===== src/rtl/flash_guard_pkg.sv =====
// Package: shared widths, register selects and status bit positions
// for the flash access protection gate.
package flash_guard_pkg;
    localparam int ADDR_W   = 24;             // flash byte address width
    localparam int PAGE_LSB = 12;             // 4 KiB page granularity
    localparam int PG_W     = ADDR_W - PAGE_LSB;
    localparam int SEL_W    = 4;
    localparam int DATA_W   = 32;

    localparam logic [SEL_W-1:0] SEL_STATUS  = 4'd0;
    localparam logic [SEL_W-1:0] SEL_FENCE   = 4'd1;
    localparam logic [SEL_W-1:0] SEL_TYPES   = 4'd2;
    localparam logic [SEL_W-1:0] SEL_MENU_LO = 4'd3;
    localparam logic [SEL_W-1:0] SEL_MENU_HI = 4'd4;
    localparam logic [SEL_W-1:0] SEL_PREFIX  = 4'd5;
    localparam logic [SEL_W-1:0] SEL_WIN0    = 4'd6;

    localparam int LOCK_BIT   = 15;
    localparam int BLK_BIT    = 3;
    localparam int DONE_BIT   = 2;
    localparam int WIN_EN_BIT = 31;
endpackage


===== src/rtl/fg_window.sv =====
// fg_window: one write-protect window compare.
// Assumes first/last page fields are already extracted from the register;
// hit is purely combinational and qualified by the window enable.
module fg_window
    import flash_guard_pkg::*;
(
    input  logic            en,
    input  logic [PG_W-1:0] first_pg,
    input  logic [PG_W-1:0] last_pg,
    input  logic [PG_W-1:0] addr_pg,
    output logic            hit
);
    // Inclusive page-range membership test.
    always_comb begin
        hit = en && (addr_pg >= first_pg) && (addr_pg <= last_pg);
    end
endmodule


===== src/rtl/fg_cfg_regs.sv =====
// fg_cfg_regs: configuration and status registers of the gate.
// Holds the lock, sticky status bits, fence, opcode tables and windows.
// Assumes at most one write per cycle; status events come from the
// decision logic in the same cycle the decision is registered.
module fg_cfg_regs
    import flash_guard_pkg::*;
#(
    parameter int NUM_WIN = 3
) (
    input  logic                       clk,
    input  logic                       rst_n,
    input  logic                       cfg_we,
    input  logic [SEL_W-1:0]           cfg_sel,
    input  logic [DATA_W-1:0]          cfg_wdata,
    input  logic [SEL_W-1:0]           cfg_rsel,
    output logic [DATA_W-1:0]          cfg_rdata,
    input  logic                       ev_grant,
    input  logic                       ev_block,
    output logic                       lock_o,
    output logic [ADDR_W-1:0]          fence_o,
    output logic [NUM_WIN-1:0]         win_en_o,
    output logic [NUM_WIN-1:0][PG_W-1:0] win_first_o,
    output logic [NUM_WIN-1:0][PG_W-1:0] win_last_o
);
    localparam int TBL_W = 16;

    logic                          lock_q;
    logic                          blk_q;
    logic                          done_q;
    logic [DATA_W-1:0]             fence_q;
    logic [TBL_W-1:0]              types_q;
    logic [DATA_W-1:0]             menu_lo_q;
    logic [DATA_W-1:0]             menu_hi_q;
    logic [TBL_W-1:0]              prefix_q;
    logic [NUM_WIN-1:0][DATA_W-1:0] win_q;

    logic sts_wr;
    logic cfg_wr;

    // Decode: status writes always allowed, config writes only when unlocked.
    always_comb begin
        sts_wr = cfg_we && (cfg_sel == SEL_STATUS);
        cfg_wr = cfg_we && !lock_q;
    end

    // Lock bit: set-only by software, cleared only by reset.
    always_ff @(posedge clk) begin
        if (!rst_n)
            lock_q <= 1'b0;
        else if (sts_wr && cfg_wdata[LOCK_BIT])
            lock_q <= 1'b1;
    end

    // Sticky status bits: event set wins over write-1-to-clear.
    always_ff @(posedge clk) begin
        if (!rst_n) begin
            blk_q  <= 1'b0;
            done_q <= 1'b0;
        end else begin
            if (ev_block)
                blk_q <= 1'b1;
            else if (sts_wr && cfg_wdata[BLK_BIT])
                blk_q <= 1'b0;
            if (ev_grant)
                done_q <= 1'b1;
            else if (sts_wr && cfg_wdata[DONE_BIT])
                done_q <= 1'b0;
        end
    end

    // Lockable scalar configuration registers.
    always_ff @(posedge clk) begin
        if (!rst_n) begin
            fence_q   <= '0;
            types_q   <= '0;
            menu_lo_q <= '0;
            menu_hi_q <= '0;
            prefix_q  <= '0;
        end else if (cfg_wr) begin
            case (cfg_sel)
                SEL_FENCE:   fence_q   <= cfg_wdata;
                SEL_TYPES:   types_q   <= cfg_wdata[TBL_W-1:0];
                SEL_MENU_LO: menu_lo_q <= cfg_wdata;
                SEL_MENU_HI: menu_hi_q <= cfg_wdata;
                SEL_PREFIX:  prefix_q  <= cfg_wdata[TBL_W-1:0];
                default: ;
            endcase
        end
    end

    // Lockable window registers, one per generated slot.
    for (genvar i = 0; i < NUM_WIN; i++) begin : g_win
        localparam logic [SEL_W-1:0] MY_SEL = SEL_WIN0 + SEL_W'(i);
        always_ff @(posedge clk) begin
            if (!rst_n)
                win_q[i] <= '0;
            else if (cfg_wr && (cfg_sel == MY_SEL))
                win_q[i] <= cfg_wdata;
        end
        assign win_en_o[i]    = win_q[i][WIN_EN_BIT];
        assign win_first_o[i] = win_q[i][PG_W-1:0];
        assign win_last_o[i]  = win_q[i][2*PG_W-1:PG_W];
    end

    // Read-back multiplexer.
    always_comb begin
        cfg_rdata = '0;
        case (cfg_rsel)
            SEL_STATUS: begin
                cfg_rdata[LOCK_BIT] = lock_q;
                cfg_rdata[BLK_BIT]  = blk_q;
                cfg_rdata[DONE_BIT] = done_q;
            end
            SEL_FENCE:   cfg_rdata = fence_q;
            SEL_TYPES:   cfg_rdata[TBL_W-1:0] = types_q;
            SEL_MENU_LO: cfg_rdata = menu_lo_q;
            SEL_MENU_HI: cfg_rdata = menu_hi_q;
            SEL_PREFIX:  cfg_rdata[TBL_W-1:0] = prefix_q;
            default: begin
                for (int k = 0; k < NUM_WIN; k++)
                    if (cfg_rsel == SEL_WIN0 + SEL_W'(k))
                        cfg_rdata = win_q[k];
            end
        endcase
    end

    assign lock_o  = lock_q;
    assign fence_o = fence_q[ADDR_W-1:0];
endmodule


===== src/rtl/flash_guard.sv =====
// flash_guard: rules on each flash cycle before the sequencer starts it.
// Refuses any access below the fence and any write/erase inside an enabled
// window; the decision is registered and returned one clock after request.
// Assumes the requester holds no cycle open beyond the single request pulse.
module flash_guard
    import flash_guard_pkg::*;
#(
    parameter int NUM_WIN = 3
) (
    input  logic              clk,
    input  logic              rst_n,
    input  logic              cfg_we,
    input  logic [SEL_W-1:0]  cfg_sel,
    input  logic [DATA_W-1:0] cfg_wdata,
    input  logic [SEL_W-1:0]  cfg_rsel,
    output logic [DATA_W-1:0] cfg_rdata,
    input  logic              req_valid,
    input  logic [ADDR_W-1:0] req_addr,
    input  logic              req_wr,
    output logic              rsp_valid,
    output logic              rsp_grant,
    output logic              rsp_blocked
);
    logic                          lock_w;
    logic [ADDR_W-1:0]             fence_w;
    logic [NUM_WIN-1:0]            win_en;
    logic [NUM_WIN-1:0][PG_W-1:0]  win_first;
    logic [NUM_WIN-1:0][PG_W-1:0]  win_last;
    logic [NUM_WIN-1:0]            win_hit;
    logic                          refuse;
    logic                          ev_grant;
    logic                          ev_block;

    fg_cfg_regs #(.NUM_WIN(NUM_WIN)) u_regs (
        .clk        (clk),
        .rst_n      (rst_n),
        .cfg_we     (cfg_we),
        .cfg_sel    (cfg_sel),
        .cfg_wdata  (cfg_wdata),
        .cfg_rsel   (cfg_rsel),
        .cfg_rdata  (cfg_rdata),
        .ev_grant   (ev_grant),
        .ev_block   (ev_block),
        .lock_o     (lock_w),
        .fence_o    (fence_w),
        .win_en_o   (win_en),
        .win_first_o(win_first),
        .win_last_o (win_last)
    );

    for (genvar i = 0; i < NUM_WIN; i++) begin : g_cmp
        fg_window u_win (
            .en      (win_en[i]),
            .first_pg(win_first[i]),
            .last_pg (win_last[i]),
            .addr_pg (req_addr[ADDR_W-1:PAGE_LSB]),
            .hit     (win_hit[i])
        );
    end

    // Combine fence and window results into one refusal decision.
    always_comb begin
        refuse   = (req_addr < fence_w) || (req_wr && (|win_hit));
        ev_block = req_valid && refuse;
        ev_grant = req_valid && !refuse;
    end

    // Register the decision for the one-cycle response.
    always_ff @(posedge clk) begin
        if (!rst_n) begin
            rsp_valid   <= 1'b0;
            rsp_grant   <= 1'b0;
            rsp_blocked <= 1'b0;
        end else begin
            rsp_valid   <= req_valid;
            rsp_grant   <= ev_grant;
            rsp_blocked <= ev_block;
        end
    end
endmodule


===== config.mk =====
export PLATFORM = sky130hd
export DESIGN_NAME = flash_guard
export DESIGN_NICKNAME = d
export VERILOG_FILES = /design/src/rtl/flash_guard_pkg.sv /design/src/rtl/fg_window.sv /design/src/rtl/fg_cfg_regs.sv /design/src/rtl/flash_guard.sv
export SDC_FILE = /design/constraint.sdc
export NUM_CORES = 1
export LEC_CHECK = 0
export BUFFER_PORTS_ARGS = -buffer_cell sky130_fd_sc_hd__buf_2
export CORE_AREA = 2 2 160 162
export CTS_CLUSTER_SIZE = 20
export DETAILED_ROUTE_END_ITERATION = 6
export DIE_AREA = 0 0 162 164
export PLACE_DENSITY_LB_ADDON = 0.3
export SETUP_SLACK_MARGIN = 0.5
export SLEW_MARGIN = 20
export SYNTH_ARGS = -nofsm -noshare
export SYNTH_HDL_FRONTEND = slang
export SYNTH_SLANG_ARGS = --single-unit

===== constraint.sdc =====
create_clock -name clk -period 1.9 [get_ports clk]
set_clock_uncertainty 0.1 [all_clocks]
set_input_delay 0.095 -clock clk [delete_from_list [all_inputs] [get_ports clk]]
set_output_delay 0.095 -clock clk [all_outputs]
set_load 0.005 [all_outputs]

# After elaboration in Yosys (flattened, before gate mapping)
# Cells that the tools add are included.
[word_totals]
regBits = 230
elab_cells = 80
[op_classes]
magnitude_cmp = 7
eq_ne = 16
n_mux = 12
n_reduce_logical = 31
[ops]
columns = ["op", "count"]
rows = [
  ["$mux 32", 3],
  ["$pmux 11 s6", 1],
  ["$pmux 16 s4", 1],
  ["$ge 12x12->1", 3],
  ["$le 12x12->1", 3],
  ["$eq 4x3->1 const B", 8],
  ["$lt 24x24->1", 1],
  ["$pmux 2 s6", 2],
  ["$logic_and 1x1->1", 17],
  ["$eq 4x2->1 const B", 4],
  ["$reduce_and 2->1", 5],
  ["$eq 4x1->1 const B", 2],
  ["$eq 4x4->1 const B", 2],
  ["$logic_not 4->1", 2],
  ["$pmux 1 s6", 1],
  ["$reduce_or 3->1", 2],
  ["$mux 1", 4],
  ["$reduce_bool 2->1", 2],
  ["$logic_not 1->1", 2],
  ["$logic_or 1x1->1", 1],
]

# Longest topological paths before layout
[logic_depth]
depth_word = 9
ltp_mapped = 9
mapped_depth_nobuf = 9

# Modules after synthesis
# From an unflattened synthesis, not the netlist that was laid out.
[unflattened]
cells_unflattened = 1768
area_unflattened_um2 = 14037.2
[by_module_without_submodules]
columns = ["module", "seq_area_each_um2", "area_per_inst_um2", "n_inst", "cells_per_inst"]
rows = [
  ["fg_cfg_regs", 4544.4, 11518.5, 1, 1417],
  ["fg_window", 0.0, 601.8, 3, 85],
  ["flash_guard", 60.1, 713.2, 1, 96],
]

# Least setup slack after synthesis
# Ideal clock, no wire load.
[synth_path]
path_kind = "register to register"
startpoint = "register u_regs.fence_q[23]"
endpoint = "register u_regs.blk_q"
path_buffers = 0
setup_ps = 124
setup_slack_ps = -200
path_stages_with_launch = 10
arrival_ps = 1876
t_required_ps = 1676
path_cell_list = "dfxtp_1 -> inv_1 -> ha_1 -> nand4_1 -> or3_4 -> nor3b_2 -> nor2_1 -> o2111a_2 -> nor4_2 -> o31ai_2"
[synth_between]
elab_chain_len = 4
[synth_lines]
columns = ["element", "line", "source"]
rows = [
  ["start, declared", "fg_cfg_regs.sv:30", "logic [DATA_W-1:0] fence_q;"],
  ["start signal, assigned", "fg_cfg_regs.sv:81", "SEL_FENCE: fence_q <= cfg_wdata;"],
  ["$lt 24x24->1 (*)", "flash_guard.sv:63", "refuse = (req_addr < fence_w) || (req_wr && (|win_hit));"],
  ["$logic_or 1x1->1 (*)", "flash_guard.sv:63", ""],
  ["$logic_and 1x1->1 (*)", "flash_guard.sv:64", "ev_block = req_valid && refuse;"],
  ["$mux 1 or $reduce_bool 2->1 (tied branches)", "--", ""],
  ["end signal, assigned", "fg_cfg_regs.sv:57", "blk_q <= 1'b0;"],
  ["end signal, assigned", "fg_cfg_regs.sv:61", "blk_q <= 1'b1;"],
  ["end signal, assigned", "fg_cfg_regs.sv:63", "blk_q <= 1'b0;"],
  ["end, declared", "fg_cfg_regs.sv:28", "logic blk_q;"],
]
# Every way passes the cells marked *; elsewhere a longest branch is shown, timed or not.
# A chain may end at the register's enable or synchronous reset.

# Final worst setup path
[layout_path]
startpoint = "register u_regs.fence_q[5]"
endpoint = "register u_regs.blk_q"
# The elaborated chain is that of the path after synthesis.

==> summary.md <==
| Metric | Value |
|---|---|
| Die Ht | `roughly 160 µm` |
| Critical path's slowest cell | `dfxtp_2` |
| Maximum clock frequency | `just over 0.4 GHz` |
| Critical path capture point type | `flop` |
| Post-Syn Nets | `roughly 1,600` |
| #FFs+latches synth | `230` |
| Leakage power | `7.87 nW` |
| H-tree depth reported by CTS | `1` |
| CP peak stage delay | `0.33 ns` |
| DR vias/cell | `~6.5` |
| Residual DRC | `40` |
| Post-synth EDFFs | `0` |
| Worst r2r path cells | `10` |
| CP cell instances | `inv_2, ha_4, and3_4, a221oi_4, o31ai_4, a211oi_2, buf_4, o2111a_2, nor2_1, o31ai_2` |
| Non-filler cells, final | `approximately 2,100` |
| Fillers | `about 1,400` |
| Final Cycle Share | `129%` |
| Beginning of the critical path | `u_regs.fence_q[5]` |
| Die Wd | `around 160 µm` |
| Fin crit period | `2.45 ns` |
| # diodes | `0` |
| Part of the Yosys area used for sequential elements | `between 30% and 40%` |
| Fin. Hold Viols | `0` |
| Row count | `58` |
| Num CTS Buffers | `26` |
| Worst setup SP type | `flop` |
| RSZ-0062 raised after global routing | `true` |
| Arrival @ worst endpoint | `2.83 ns` |
| Final net count | `roughly 2,000` |
| Synth cell types | `slightly below 60` |
| Cell area after layout | `around 0.019 mm²` |
| Mapped Area | `approximately 0.012 mm²` |
| # port buffers | `a little over 100` |
| Clk slew on worst S/H paths | `around 0.070 ns` |
| CTS tree | `yes` |
| Flop2flop setup slack | `-0.55 ns` |
| Failing checks | `design-rule violations, negative setup slack` |
| Worst Setup Slack, final | `-0.553 ns` |
| Sequential Area | `~0.0047 mm²` |
| Routed Antenna Nets | `0` |
| Average wire per standard cell | `26.8 µm` |
| Area Overhead vs Synth | `56.3%` |
| Syn avg cell area | `between 8 and 9 µm²` |
| Clock share of power | `~46%` |
| Reg-to-Reg Start | `u_regs.fence_q[5]` |
| CTS root buf | `clkbuf_16` |
| Synth async-reset ratio | `0%` |
| MaxCap Viol Count | `0` |
| 1st-pass router iterations | `7` |
| Most common flop cell mapped by yosys | `dfxtp_1` |
| Via count | `14,000` |
| Core area | `0.0248 mm²` |
| Max FO, Critical Path | `3` |
| DPL Wire Length | `between 20,000 and 30,000 µm` |
| Crit path buffers/inverters | `2` |
| Setup TNS | `-3.11 ns` |
| Switching part of the total power | `between 20% and 30%` |
| Placed cells | `a little under 2,000` |
| Final Setup Violations | `14` |
| Sequential share of power | `about two fifths` |
| Initial Util | `between 40% and 50%` |
| Total power | `~0.012 W` |
| Worst path required time | `2.28 ns` |
| Setup CP Type | `flop to flop` |
| Cells after synthesis | `between 1,000 and 1,500` |
| Crit path max-delay family | `compound AO/OA/AOI/OAI gates` |
| CTS Buffer Depth | `3` |
| DIE AREA | `0.0266 mm²` |
| HP Class | `primary input to flop` |
| I/O Pins | `~100` |
| Relative slew slack | `36.3%` |
| Peak supply drop | `924 µV` |
| Pwr dens | `636 mW/mm²` |
| Clock insertion delay at the later pin of the skew report | `0.57 ns` |
| Sw power | `0.00327 W` |
| Cell internal pwr | `0.00887 W` |
| Initial antenna violation count | `0` |
| Final global-route overflow total | `0` |
| Multi-input combinational cell area | `~0.0089 mm²` |
| Initial DRC Count | `2,115` |
| GR Util All Layers | `a little over a third` |
| First-pass GRT wire length | `a little over 70,000 µm` |
| Stages on worst setup path | `10` |
| Worst-margin pin slew | `between 0.9 and 1 ns` |
| Routed WL | `around 57,000 µm` |
| GPL Wtd Cong | `approximately 0.88` |
| Combinational share of power | `between 10% and 20%` |
| R2R Path End | `u_regs.blk_q` |
| Fraction of layout cells with a size suffix above 1 | `between 40% and 50%` |
| Vias in the first global route | `between 10,000 and 15,000` |
| Outcome | `finished with violations` |
| Largest net degree at the start of global routing | `50` |
| Yosys warning count | `0` |
| Worst setup path endpoint | `u_regs.blk_q` |
| Clk sinks | `between 200 and 250` |
| Placement Cell Area | `0.0144 mm²` |
| Final Slew Violations | `0` |
-- synthesized netlist by cell type (all sizes together) (2+ instances only) --
master	number	area [µm²]
nand2	405	1520
mux2i	49	490
a211oi	7	57.6
nand3	15	75.1
dfxtp	230	4600
nor4b	2	30.0
clkbuf	80	302
o221a	2	22.5
a21oi	28	140
a21boi	192	1440
and3	4	25.0
inv	91	342
nor2b	43	269
a22oi	56	420
a222oi	34	340
nor3b	3	27.5
o31ai	4	35.0
o21a	3	22.5
nand2b	6	40.0
nand4	31	194
nor3	12	65.1
and2	3	18.8
a21o	6	46.3
buf	29	140
nor2	16	60.1
a221oi	3	26.3
o21ai	10	50.0
o211ai	4	30.0
a2111oi	4	42.5
a31oi	2	12.5
ha	95	1190
-- timing repair --
item,4_1_cts,5_1_grt
pin swaps,123,268
resized for setup,261,453
gates cloned,18,8
endpoints found under the setup margin,228,260
hold buffers,35,0
endpoints found under the hold margin,230,0
buffers inserted,30,14
-- flip-flops by register name, indices dropped and copies added (netlist names) --
signal	flops
rsp_blocked	1
rsp_grant	1
rsp_valid	1
u_regs.blk_q	1
u_regs.done_q	1
u_regs.fence_q	32
u_regs.lock_o	1
u_regs.menu_hi_q	32
u_regs.menu_lo_q	32
u_regs.prefix_q	16
u_regs.types_q	16
u_regs.win_en_o	3
u_regs.win_first_o	36
u_regs.win_last_o	36
u_regs.win_q	21
-- through the flow --
step / hold WS [ns] / setup slack (ns) / util (%)
6_report: 0.110 / -0.553 / 76.9
2_1_floorplan: 0.130 / -0.129 / -
3_5_place_dp: 0.293 / -0.633 / 57.9
5_1_grt: 0.106 / -0.582 / 76.9
4_1_cts: 0.0552 / -0.397 / 69.5
3_3_place_gp: 0.289 / -0.558 / 57.9
-- final cells by class --
| type | count | share of cell area (%) |
|---|---|---|
| Inverter | 91 | 1.79 |
| Clock buffer | 32 | 3.79 |
| Tap cell | 330 | 2.16 |
| Sequential cell | 230 | 24.5 |
| Clock inverter | 15 | 1.07 |
| Multi-Input combinational cell | 1053 | 46.7 |
| Timing Repair Buffer | 388 | 20.0 |
-- cell families after synthesis --
logic type               share of synthesized area (%)
adder cells (fa/ha/maj)                           9.73
buffers and inverters                             6.49
flip-flops                                        37.7
AND/OR/NAND/NOR                                   19.6
AO/OA/AOI/OAI                                     22.4
multiplexers                                      4.02
-- how the worst min path moves through the flow --
stage,startpoint,end,slack (ns),cells after the start
after CTS,cfg_sel[3],u_regs.lock_o,0.06,4
after detailed placement,cfg_wdata[27],u_regs.menu_hi_q[27],0.29,3
after floorplan,cfg_wdata[26],u_regs.fence_q[26],0.13,2
final,cfg_sel[3],u_regs.lock_o,0.11,4
after global placement,cfg_wdata[28],u_regs.menu_hi_q[28],0.29,3
after global routing,cfg_sel[3],u_regs.lock_o,0.11,4
-- layout by cell type, fill, tap and decap left out, types with 24 or more instances in the layout --
master	count
a21oi_1	24
buf_4	154
ha_1	85
buf_2	99
a222oi_1	34
dfxtp_2	53
a21boi_1	81
nand2_4	131
a21boi_2	90
dlygate4sd3_1	35
mux2i_1	48
nand4_1	31
inv_1	85
nand2_2	63
buf_6	38
clkbuf_16	33
a22oi_2	35
nand2_1	209
buf_12	34
nor2b_1	42
dfxtp_1	175
-- power groups by stage --
stage	clock [W]	sequential, W	combinational (W)
3_3_place_gp	0	0.00503	0.00106
6_report	0.00553	0.00494	0.00167
2_1_floorplan	0	0.00502	0.000597
4_1_cts	0.00546	0.00493	0.00135
5_1_grt	0.00569	0.00494	0.00173
3_5_place_dp	0	0.00503	0.00109
-- metal layers --
metal / share of wire, % / global-route usage (%)
met3: 14 / 6.44
met2: 42 / 55.3
met4: 9.7 / 17.8
met5: 0 / 0
met1: 34 / 47.5
-- tightest hold or removal path: stages --
cell and delay [ns]:
buf_2 0.16, and3b_1 0.26, a21oi_1 0.17, nor2b_1 0.05
No activity file was read; power rests on OpenSTA's default activity.
